<file path="src/rtl/sdram_guard_pkg.sv">
package sdram_guard_pkg;

    typedef enum logic [2:0] {
        BS_IDLE    = 3'd0,
        BS_OPENING = 3'd1,
        BS_OPEN    = 3'd2,
        BS_RD      = 3'd3,
        BS_WR      = 3'd4,
        BS_RD_AP   = 3'd5,
        BS_WR_AP   = 3'd6,
        BS_CLOSING = 3'd7
    } bank_st_e;

    typedef enum logic [3:0] {
        CM_INHIBIT,
        CM_NOP,
        CM_OPEN,
        CM_READ,
        CM_WRITE,
        CM_CLOSE,
        CM_REFRESH,
        CM_MODE,
        CM_STOP
    } cmd_e;

    typedef enum logic [2:0] {
        RS_NONE      = 3'd0,
        RS_BANK_BUSY = 3'd1,
        RS_BAD_STATE = 3'd2,
        RS_LOCKED    = 3'd3,
        RS_NOT_READY = 3'd4,
        RS_NO_BURST  = 3'd5
    } reason_e;

    typedef enum logic [2:0] {
        AC_NONE,
        AC_OPEN,
        AC_RD,
        AC_WR,
        AC_RD_AP,
        AC_WR_AP,
        AC_CLOSE,
        AC_END
    } action_e;

    // timed states that no command to the same bank may interrupt
    function automatic logic is_timed(bank_st_e s);
        return (s == BS_OPENING) || (s == BS_CLOSING) ||
               (s == BS_RD_AP)   || (s == BS_WR_AP);
    endfunction

    function automatic logic in_burst(bank_st_e s);
        return (s == BS_RD) || (s == BS_WR);
    endfunction

    // state reached when a timed window runs out
    function automatic bank_st_e settle(bank_st_e s);
        bank_st_e r;
        case (s)
            BS_OPENING, BS_RD, BS_WR: r = BS_OPEN;
            default:                  r = BS_IDLE;
        endcase
        return r;
    endfunction

endpackage

</file>
<file path="src/rtl/sdram_cmd_decode.sv">
module sdram_cmd_decode
    import sdram_guard_pkg::*;
(
    input  logic cs_n,
    input  logic ras_n,
    input  logic cas_n,
    input  logic we_n,
    output cmd_e cmd
);

    always_comb begin
        if (cs_n) begin
            cmd = CM_INHIBIT;
        end else begin
            case ({ras_n, cas_n, we_n})
                3'b111:  cmd = CM_NOP;
                3'b011:  cmd = CM_OPEN;
                3'b101:  cmd = CM_READ;
                3'b100:  cmd = CM_WRITE;
                3'b010:  cmd = CM_CLOSE;
                3'b001:  cmd = CM_REFRESH;
                3'b000:  cmd = CM_MODE;
                default: cmd = CM_STOP;
            endcase
        end
    end

endmodule

</file>
<file path="src/rtl/sdram_cke_gate.sv">
module sdram_cke_gate #(
    parameter int T_XSR = 8
) (
    input  logic clk,
    input  logic rst_n,
    input  logic clk_en,
    output logic eval_ok
);

    localparam int XW = $clog2(T_XSR + 1);

    typedef struct packed {
        logic          cke_prev;
        logic [XW-1:0] settle_cnt;
    } gate_t;

    gate_t g_d, g_q;

    always_comb begin
        g_d          = g_q;
        g_d.cke_prev = clk_en;
        if (clk_en && !g_q.cke_prev) begin
            g_d.settle_cnt = XW'(T_XSR);
        end else if (clk_en && (g_q.settle_cnt != '0)) begin
            g_d.settle_cnt = g_q.settle_cnt - 1'b1;
        end
    end

    always_ff @(posedge clk or negedge rst_n) begin
        if (!rst_n) begin
            g_q.cke_prev   <= 1'b1;
            g_q.settle_cnt <= '0;
        end else begin
            g_q <= g_d;
        end
    end

    assign eval_ok = clk_en && g_q.cke_prev && (g_q.settle_cnt == '0);

endmodule

</file>
<file path="src/rtl/sdram_bank_track.sv">
module sdram_bank_track
    import sdram_guard_pkg::*;
#(
    parameter int T_RP      = 3,
    parameter int T_RCD     = 3,
    parameter int BURST_LEN = 4,
    parameter int CNT_W     = 4
) (
    input  logic     clk,
    input  logic     rst_n,
    input  action_e  action,
    output bank_st_e state
);

    typedef struct packed {
        bank_st_e         st;
        logic [CNT_W-1:0] cnt;
    } trk_t;

    trk_t t_d, t_q;

    always_comb begin
        t_d = t_q;
        // timer runs whenever the bank sits in a windowed state
        if (is_timed(t_q.st) || in_burst(t_q.st)) begin
            if (t_q.cnt <= CNT_W'(1)) begin
                t_d.st  = settle(t_q.st);
                t_d.cnt = '0;
            end else begin
                t_d.cnt = t_q.cnt - 1'b1;
            end
        end
        case (action)
            AC_OPEN: begin
                t_d.st  = BS_OPENING;
                t_d.cnt = CNT_W'(T_RCD - 1);
            end
            AC_RD: begin
                t_d.st  = BS_RD;
                t_d.cnt = CNT_W'(BURST_LEN - 1);
            end
            AC_WR: begin
                t_d.st  = BS_WR;
                t_d.cnt = CNT_W'(BURST_LEN - 1);
            end
            AC_RD_AP: begin
                t_d.st  = BS_RD_AP;
                t_d.cnt = CNT_W'(BURST_LEN + T_RP - 1);
            end
            AC_WR_AP: begin
                t_d.st  = BS_WR_AP;
                t_d.cnt = CNT_W'(BURST_LEN + T_RP - 1);
            end
            AC_CLOSE: begin
                t_d.st  = BS_CLOSING;
                t_d.cnt = CNT_W'(T_RP - 1);
            end
            AC_END: begin
                if (in_burst(t_q.st)) begin
                    t_d.st  = BS_OPEN;
                    t_d.cnt = '0;
                end
            end
            default: ;
        endcase
    end

    always_ff @(posedge clk or negedge rst_n) begin
        if (!rst_n) begin
            t_q.st  <= BS_IDLE;
            t_q.cnt <= '0;
        end else begin
            t_q <= t_d;
        end
    end

    assign state = t_q.st;

endmodule

</file>
<file path="src/rtl/sdram_cmd_guard.sv">
module sdram_cmd_guard
    import sdram_guard_pkg::*;
#(
    parameter int NUM_BANKS = 4,
    parameter int T_RP      = 3,
    parameter int T_RCD     = 3,
    parameter int T_RC      = 7,
    parameter int T_MRD     = 2,
    parameter int BURST_LEN = 4,
    parameter int T_XSR     = 8,
    localparam int BA_W     = $clog2(NUM_BANKS)
) (
    input  logic                   clk,
    input  logic                   rst_n,
    input  logic                   clk_en,
    input  logic                   cs_n,
    input  logic                   ras_n,
    input  logic                   cas_n,
    input  logic                   we_n,
    input  logic [BA_W-1:0]        ba,
    input  logic                   a10,
    output logic [NUM_BANKS*3-1:0] bank_state,
    output logic                   busy,
    output logic                   illegal,
    output logic [2:0]             reason
);

    localparam int T_GLB = (T_RC > T_MRD) ? T_RC : T_MRD;
    localparam int T_BNK = ((BURST_LEN + T_RP) > T_RCD) ? (BURST_LEN + T_RP) : T_RCD;
    localparam int MAX_T = (T_GLB > T_BNK) ? T_GLB : T_BNK;
    localparam int CNT_W = $clog2(MAX_T + 1);

    typedef struct packed {
        logic             illegal;
        reason_e          reason;
        logic [BA_W-1:0]  last_bank;
        logic             lock_on;
        logic [CNT_W-1:0] lock_cnt;
    } guard_t;

    guard_t   r_d, r_q;
    cmd_e     cmd;
    logic     eval_ok;
    bank_st_e st  [NUM_BANKS];
    action_e  act [NUM_BANKS];

    sdram_cmd_decode u_dec (
        .cs_n  (cs_n),
        .ras_n (ras_n),
        .cas_n (cas_n),
        .we_n  (we_n),
        .cmd   (cmd)
    );

    sdram_cke_gate #(.T_XSR(T_XSR)) u_gate (
        .clk     (clk),
        .rst_n   (rst_n),
        .clk_en  (clk_en),
        .eval_ok (eval_ok)
    );

    for (genvar g = 0; g < NUM_BANKS; g++) begin : g_bank
        sdram_bank_track #(
            .T_RP      (T_RP),
            .T_RCD     (T_RCD),
            .BURST_LEN (BURST_LEN),
            .CNT_W     (CNT_W)
        ) u_trk (
            .clk    (clk),
            .rst_n  (rst_n),
            .action (act[g]),
            .state  (st[g])
        );
        assign bank_state[g*3 +: 3] = st[g];
    end

    logic     any_timed;
    logic     all_idle;
    bank_st_e tgt;
    reason_e  why;

    always_comb begin
        any_timed = 1'b0;
        all_idle  = 1'b1;
        for (int b = 0; b < NUM_BANKS; b++) begin
            any_timed = any_timed | is_timed(st[b]);
            all_idle  = all_idle & (st[b] == BS_IDLE);
            act[b]    = AC_NONE;
        end
        tgt = st[ba];
        why = RS_NONE;

        r_d         = r_q;
        r_d.illegal = 1'b0;
        r_d.reason  = RS_NONE;

        // device-wide lock window
        if (r_q.lock_on) begin
            if (r_q.lock_cnt <= CNT_W'(1)) begin
                r_d.lock_on  = 1'b0;
                r_d.lock_cnt = '0;
            end else begin
                r_d.lock_cnt = r_q.lock_cnt - 1'b1;
            end
        end

        if (eval_ok && (cmd != CM_NOP) && (cmd != CM_INHIBIT)) begin
            if (r_q.lock_on) begin
                why = RS_LOCKED;
            end else begin
                case (cmd)
                    CM_OPEN: begin
                        if (is_timed(tgt))         why = RS_BANK_BUSY;
                        else if (tgt != BS_IDLE)   why = RS_BAD_STATE;
                        else                       act[ba] = AC_OPEN;
                    end
                    CM_READ, CM_WRITE: begin
                        if (is_timed(tgt)) begin
                            why = RS_BANK_BUSY;
                        end else if (tgt == BS_IDLE) begin
                            why = RS_BAD_STATE;
                        end else begin
                            for (int b = 0; b < NUM_BANKS; b++) begin
                                if (b != int'(ba)) act[b] = AC_END;
                            end
                            if (cmd == CM_READ) act[ba] = a10 ? AC_RD_AP : AC_RD;
                            else                act[ba] = a10 ? AC_WR_AP : AC_WR;
                            r_d.last_bank = ba;
                        end
                    end
                    CM_CLOSE: begin
                        if (a10) begin
                            if (any_timed) begin
                                why = RS_NOT_READY;
                            end else begin
                                for (int b = 0; b < NUM_BANKS; b++) act[b] = AC_CLOSE;
                                r_d.lock_on  = 1'b1;
                                r_d.lock_cnt = CNT_W'(T_RP - 1);
                            end
                        end else begin
                            if (is_timed(tgt))        why = RS_BANK_BUSY;
                            else if (tgt != BS_IDLE)  act[ba] = AC_CLOSE;
                        end
                    end
                    CM_REFRESH, CM_MODE: begin
                        if (!all_idle) begin
                            why = RS_NOT_READY;
                        end else begin
                            r_d.lock_on  = 1'b1;
                            r_d.lock_cnt = (cmd == CM_REFRESH) ? CNT_W'(T_RC - 1)
                                                               : CNT_W'(T_MRD - 1);
                        end
                    end
                    CM_STOP: begin
                        if (in_burst(st[r_q.last_bank])) act[r_q.last_bank] = AC_END;
                        else                             why = RS_NO_BURST;
                    end
                    default: ;
                endcase
            end
        end

        if (why != RS_NONE) begin
            r_d.illegal = 1'b1;
            r_d.reason  = why;
        end
    end

    always_ff @(posedge clk or negedge rst_n) begin
        if (!rst_n) begin
            r_q.illegal   <= 1'b0;
            r_q.reason    <= RS_NONE;
            r_q.last_bank <= '0;
            r_q.lock_on   <= 1'b0;
            r_q.lock_cnt  <= '0;
        end else begin
            r_q <= r_d;
        end
    end

    assign busy    = r_q.lock_on;
    assign illegal = r_q.illegal;
    assign reason  = r_q.reason;

endmodule

</file>
<file path="config.mk">
export PLATFORM = sky130hd
export DESIGN_NAME = sdram_cmd_guard
export DESIGN_NICKNAME = d
export VERILOG_FILES = /design/src/rtl/sdram_guard_pkg.sv /design/src/rtl/sdram_cmd_decode.sv /design/src/rtl/sdram_cke_gate.sv /design/src/rtl/sdram_bank_track.sv /design/src/rtl/sdram_cmd_guard.sv
export SDC_FILE = /design/constraint.sdc
export NUM_CORES = 1
export LEC_CHECK = 0
export BUFFER_PORTS_ARGS = -buffer_cell sky130_fd_sc_hd__buf_4
export CORE_MARGIN = 3
export CORE_UTILIZATION = 55
export DETAILED_ROUTE_END_ITERATION = 8
export GPL_TIMING_DRIVEN = 0
export PLACE_DENSITY = 0.74
export SLEW_MARGIN = 15
export SYNTH_ARGS = -nofsm -noshare
export SYNTH_HDL_FRONTEND = slang
export SYNTH_SLANG_ARGS = --single-unit
</file>
<file path="constraint.sdc">
create_clock -name clk -period 8.2 [get_ports clk]
set_clock_uncertainty 0.15 [all_clocks]
set_input_delay 0 -clock clk [delete_from_list [all_inputs] [get_ports clk]]
set_output_delay 0 -clock clk [all_outputs]
set_load 0.05 [all_outputs]
</file>
==> results.md <==
- Total Power: 883 uW
- Synthesized area per cell: around 8.0 um2
- TritonCTS clock tree: yes
- 1st-iter DRT viols: between 400 and 500
- CP Data Arrival Time: 3.35 ns
- RSZ-0062 raised after global routing: false
- Initial antenna violation count: 0
- Die H: 87.2 um
- Syn Nets: between 400 and 500
- Number of inserted diodes: 0
- Fmax: between 300 and 400 MHz
- Crit. Startpoint: u_gate.g_q[0]
- Crit Path Max Fanout: 10
- RR Endpoint: g_bank[0].u_trk.state[0]
- Placer's final routability congestion estimate: slightly below 1
- CTS resizes: 0
- CTS Root Cell: clkbuf_8
- Crit start category: flop
- Status: finished, final reports clean
- Share of layout cells above drive strength 1: 0.191
- Synth Register Bits: 39
- FP Rows: 28
- # DRC: 0
- DR pass1 iterations: 5
- Yosys cell types: just over 80
- Number of hold buffers added after cts: 4
- Remaining antenna violation count after routing: 0
- Max rail drop VDD: ~160 uV
- Reg2reg path depth: 11
- CP delay by family, top: simple AND/OR/NAND/NOR gates
- Commonest non-fill, non-tap cell in the layout: a21oi_1
- Total grt overflow: 0
- Clock buffer depth: 2
- Clk slew on worst S/H paths: 0.08 ns
- Placed cells: 551
- Worst reg2reg startpoint: u_gate.g_q[0]
- Worst Tran Pin Value: ~0.84 ns
- Period minus WS final: around 3.3 ns
- Worst stage delay on the critical path: 0.52 ns
- Via count: approximately 3,600
- Data required, critical path: 8.29 ns
- Endpoints failing hold: 0
- Initial Util: 0.589
- Hold WC Path Type: input port to async pin
- Die Area: 7610 um2
- Rel. slew slack: 0.435
- Width of the die: about 87 um
- Setup crit end: g_bank[0].u_trk.state[0]
- Final setup vio count: 0
- Top post-synthesis cells by area: dfrtp_1 (26%), a21oi_1 (5.9%), nand2_1 (4.2%)
- Largest net degree at the start of global routing: 40
- Yosys warnings: 0
- Clock Latency Late Sink: about 0.3 ns
- Clock tree sinks: 39
- DP HPWL: a little over 7000 um
- Gr usage total: 0.267
- Most used routing layer: met2
- Reg2reg setup slack: 4.94 ns
- Global-route wire length before repair: 16,000 um
- Maxcap violations: 0
- Number of flops mapped to enable cells by yosys: 0
- Crit path cell chain: inv_1, ha_1, nor3b_2, nand4b_1, or4_1, buf_1, nor2_1, nand4bb_4, a21boi_4, mux2_4, o21ai_2
- Final worst path period share: 0.398
- Fin cells: around 560
- Post-synthesis sequential area ratio: 0.269
- Slew Viols, Final: 0
- Most frequent cells in the layout: a21oi_1 (43), nand2_1 (41), nor2_1 (38), buf_4 (38), dfrtp_1 (38)
- Routed len/inst: 17.1 um
- Area of the multi-input gates: roughly 2300 um2
- Met1 usage: 0.377
- Port Buffer Count: 23
- FFs w/ async S/R, synth: 1.00
- LEAKAGE: between 1.5 and 2 nW
- Syn Std Cell Area: around 3600 um2
- Pwr dens: around 220 nW/um2
- Layout Area Growth over Synthesis: 11.7%
- Vias per inst: roughly 6.4
- Vias in the first global route: between 3,000 and 4,000
- Ys flop type: dfrtp_1
- Io pins: 27
- Core area: ~6200 um2
- WS Path Type: flop to flop
- Mapped Cells: around 450
- GR Util met2: 0.421
- Setup TNS Final: 0 ns
- H-Tree Depth: 2
- Crit path depth: 11
- Setup crit end kind: flop
- Area share of the largest cell type after synthesis: 0.262
- Setup Buffers After CTS: 0
- Filler cells: around 550
- Met3 GRT Util: 0.0445
- Buf/Inv on CP: 2
- CP max-delay cell: or4_1
- Sequential cell area: 977 um2
- Number of CTS-inserted buffers: 5
- Leading area contributor after synthesis: dfrtp_1
- Nets: 505
- Drt total wl: ~9600 um
cells by family after synthesis:
family | after synthesis | synth area share
compound gates | 155 | 0.292
xor+xnor | 3 | 0.00724
fa+ha+maj | 8 | 0.0276
buf+inv | 69 | 0.0955
flops | 39 | 0.269
mux | 13 | 0.0607
simple gates | 166 | 0.248
state kept, by name, indices dropped and copies added (netlist names):
name and flops:
g_bank.u_trk.state 12, u_gate.g_q 5, r_q 5, g_bank.u_trk.t_q 12, busy 1, reason 3
illegal 1
area by class of cell:
class,instances,share of cell area
Buffer,42,0.0605
Clock buffer,6,0.0204
Clock inverter,2,0.00864
Inverter,27,0.0250
Multi-Input combinational cell,345,0.569
Sequential cell,39,0.241
Tap cell,75,0.0231
Timing Repair Buffer,27,0.0525
worst min path at each step:
stage,start,end,cells past startpoint
6_report,rst_n,g_bank[0].u_trk.t_q[2],2
5_1_grt,rst_n,g_bank[0].u_trk.t_q[2],2
3_5_place_dp,rst_n,g_bank[0].u_trk.t_q[1],1
3_3_place_gp,rst_n,g_bank[0].u_trk.t_q[2],1
4_1_cts,rst_n,g_bank[0].u_trk.t_q[2],2
2_1_floorplan,rst_n,busy,0
worst reg2reg max path, delay by kind of cell (launching register included):
kind / cells / cell delay (ns)
flip-flops: 1 / 0.41
adder cells (fa/ha/maj): 1 / 0.18
AO/OA/AOI/OAI: 2 / 0.24
AND/OR/NAND/NOR: 5 / 1.47
buffers and inverters: 2 / 0.45
multiplexers: 1 / 0.31
power by group:
part	total, mW	switching (mW)	internal, mW
logic	0.425	0.256	0.168
clock network	0.171	0.0720	0.0985
registers	0.288	0.0498	0.238
routing by layer:
metal	up-vias	routed length (um)
li1	1724	-
met1	1683	4330
met2	155	4440
met3	23	685
met4	0	189
met5	-	0
Yosys cell counts, drive strengths merged (7+ instances only):
library cell and instances:
a21oi 45, a221oi 8, a31oi 10, buf 26
clkbuf 16, dfrtp 38, ha 8, inv 27
nand2 43, nand2b 7, nand3 12, nor2 39
nor2b 7, nor3 17, o211ai 8, o21a 7
o21ai 30, o22ai 7
stage by stage:
step / cell area (um2) / hold WS, ns / utilization / setup WS [ns]
finish: 4050 / 0.0578 / 0.657 / 4.94
global route: 4050 / 0.0943 / 0.657 / 4.64
CTS: 4050 / 0.0857 / 0.657 / 4.96
detailed placement: 3900 / -0.135 / 0.632 / 4.99
global placement: 3900 / -0.141 / 0.632 / 5.06
floorplan: 3630 / -0.446 / - / 5.42
Power figures use the tool's default switching activity.
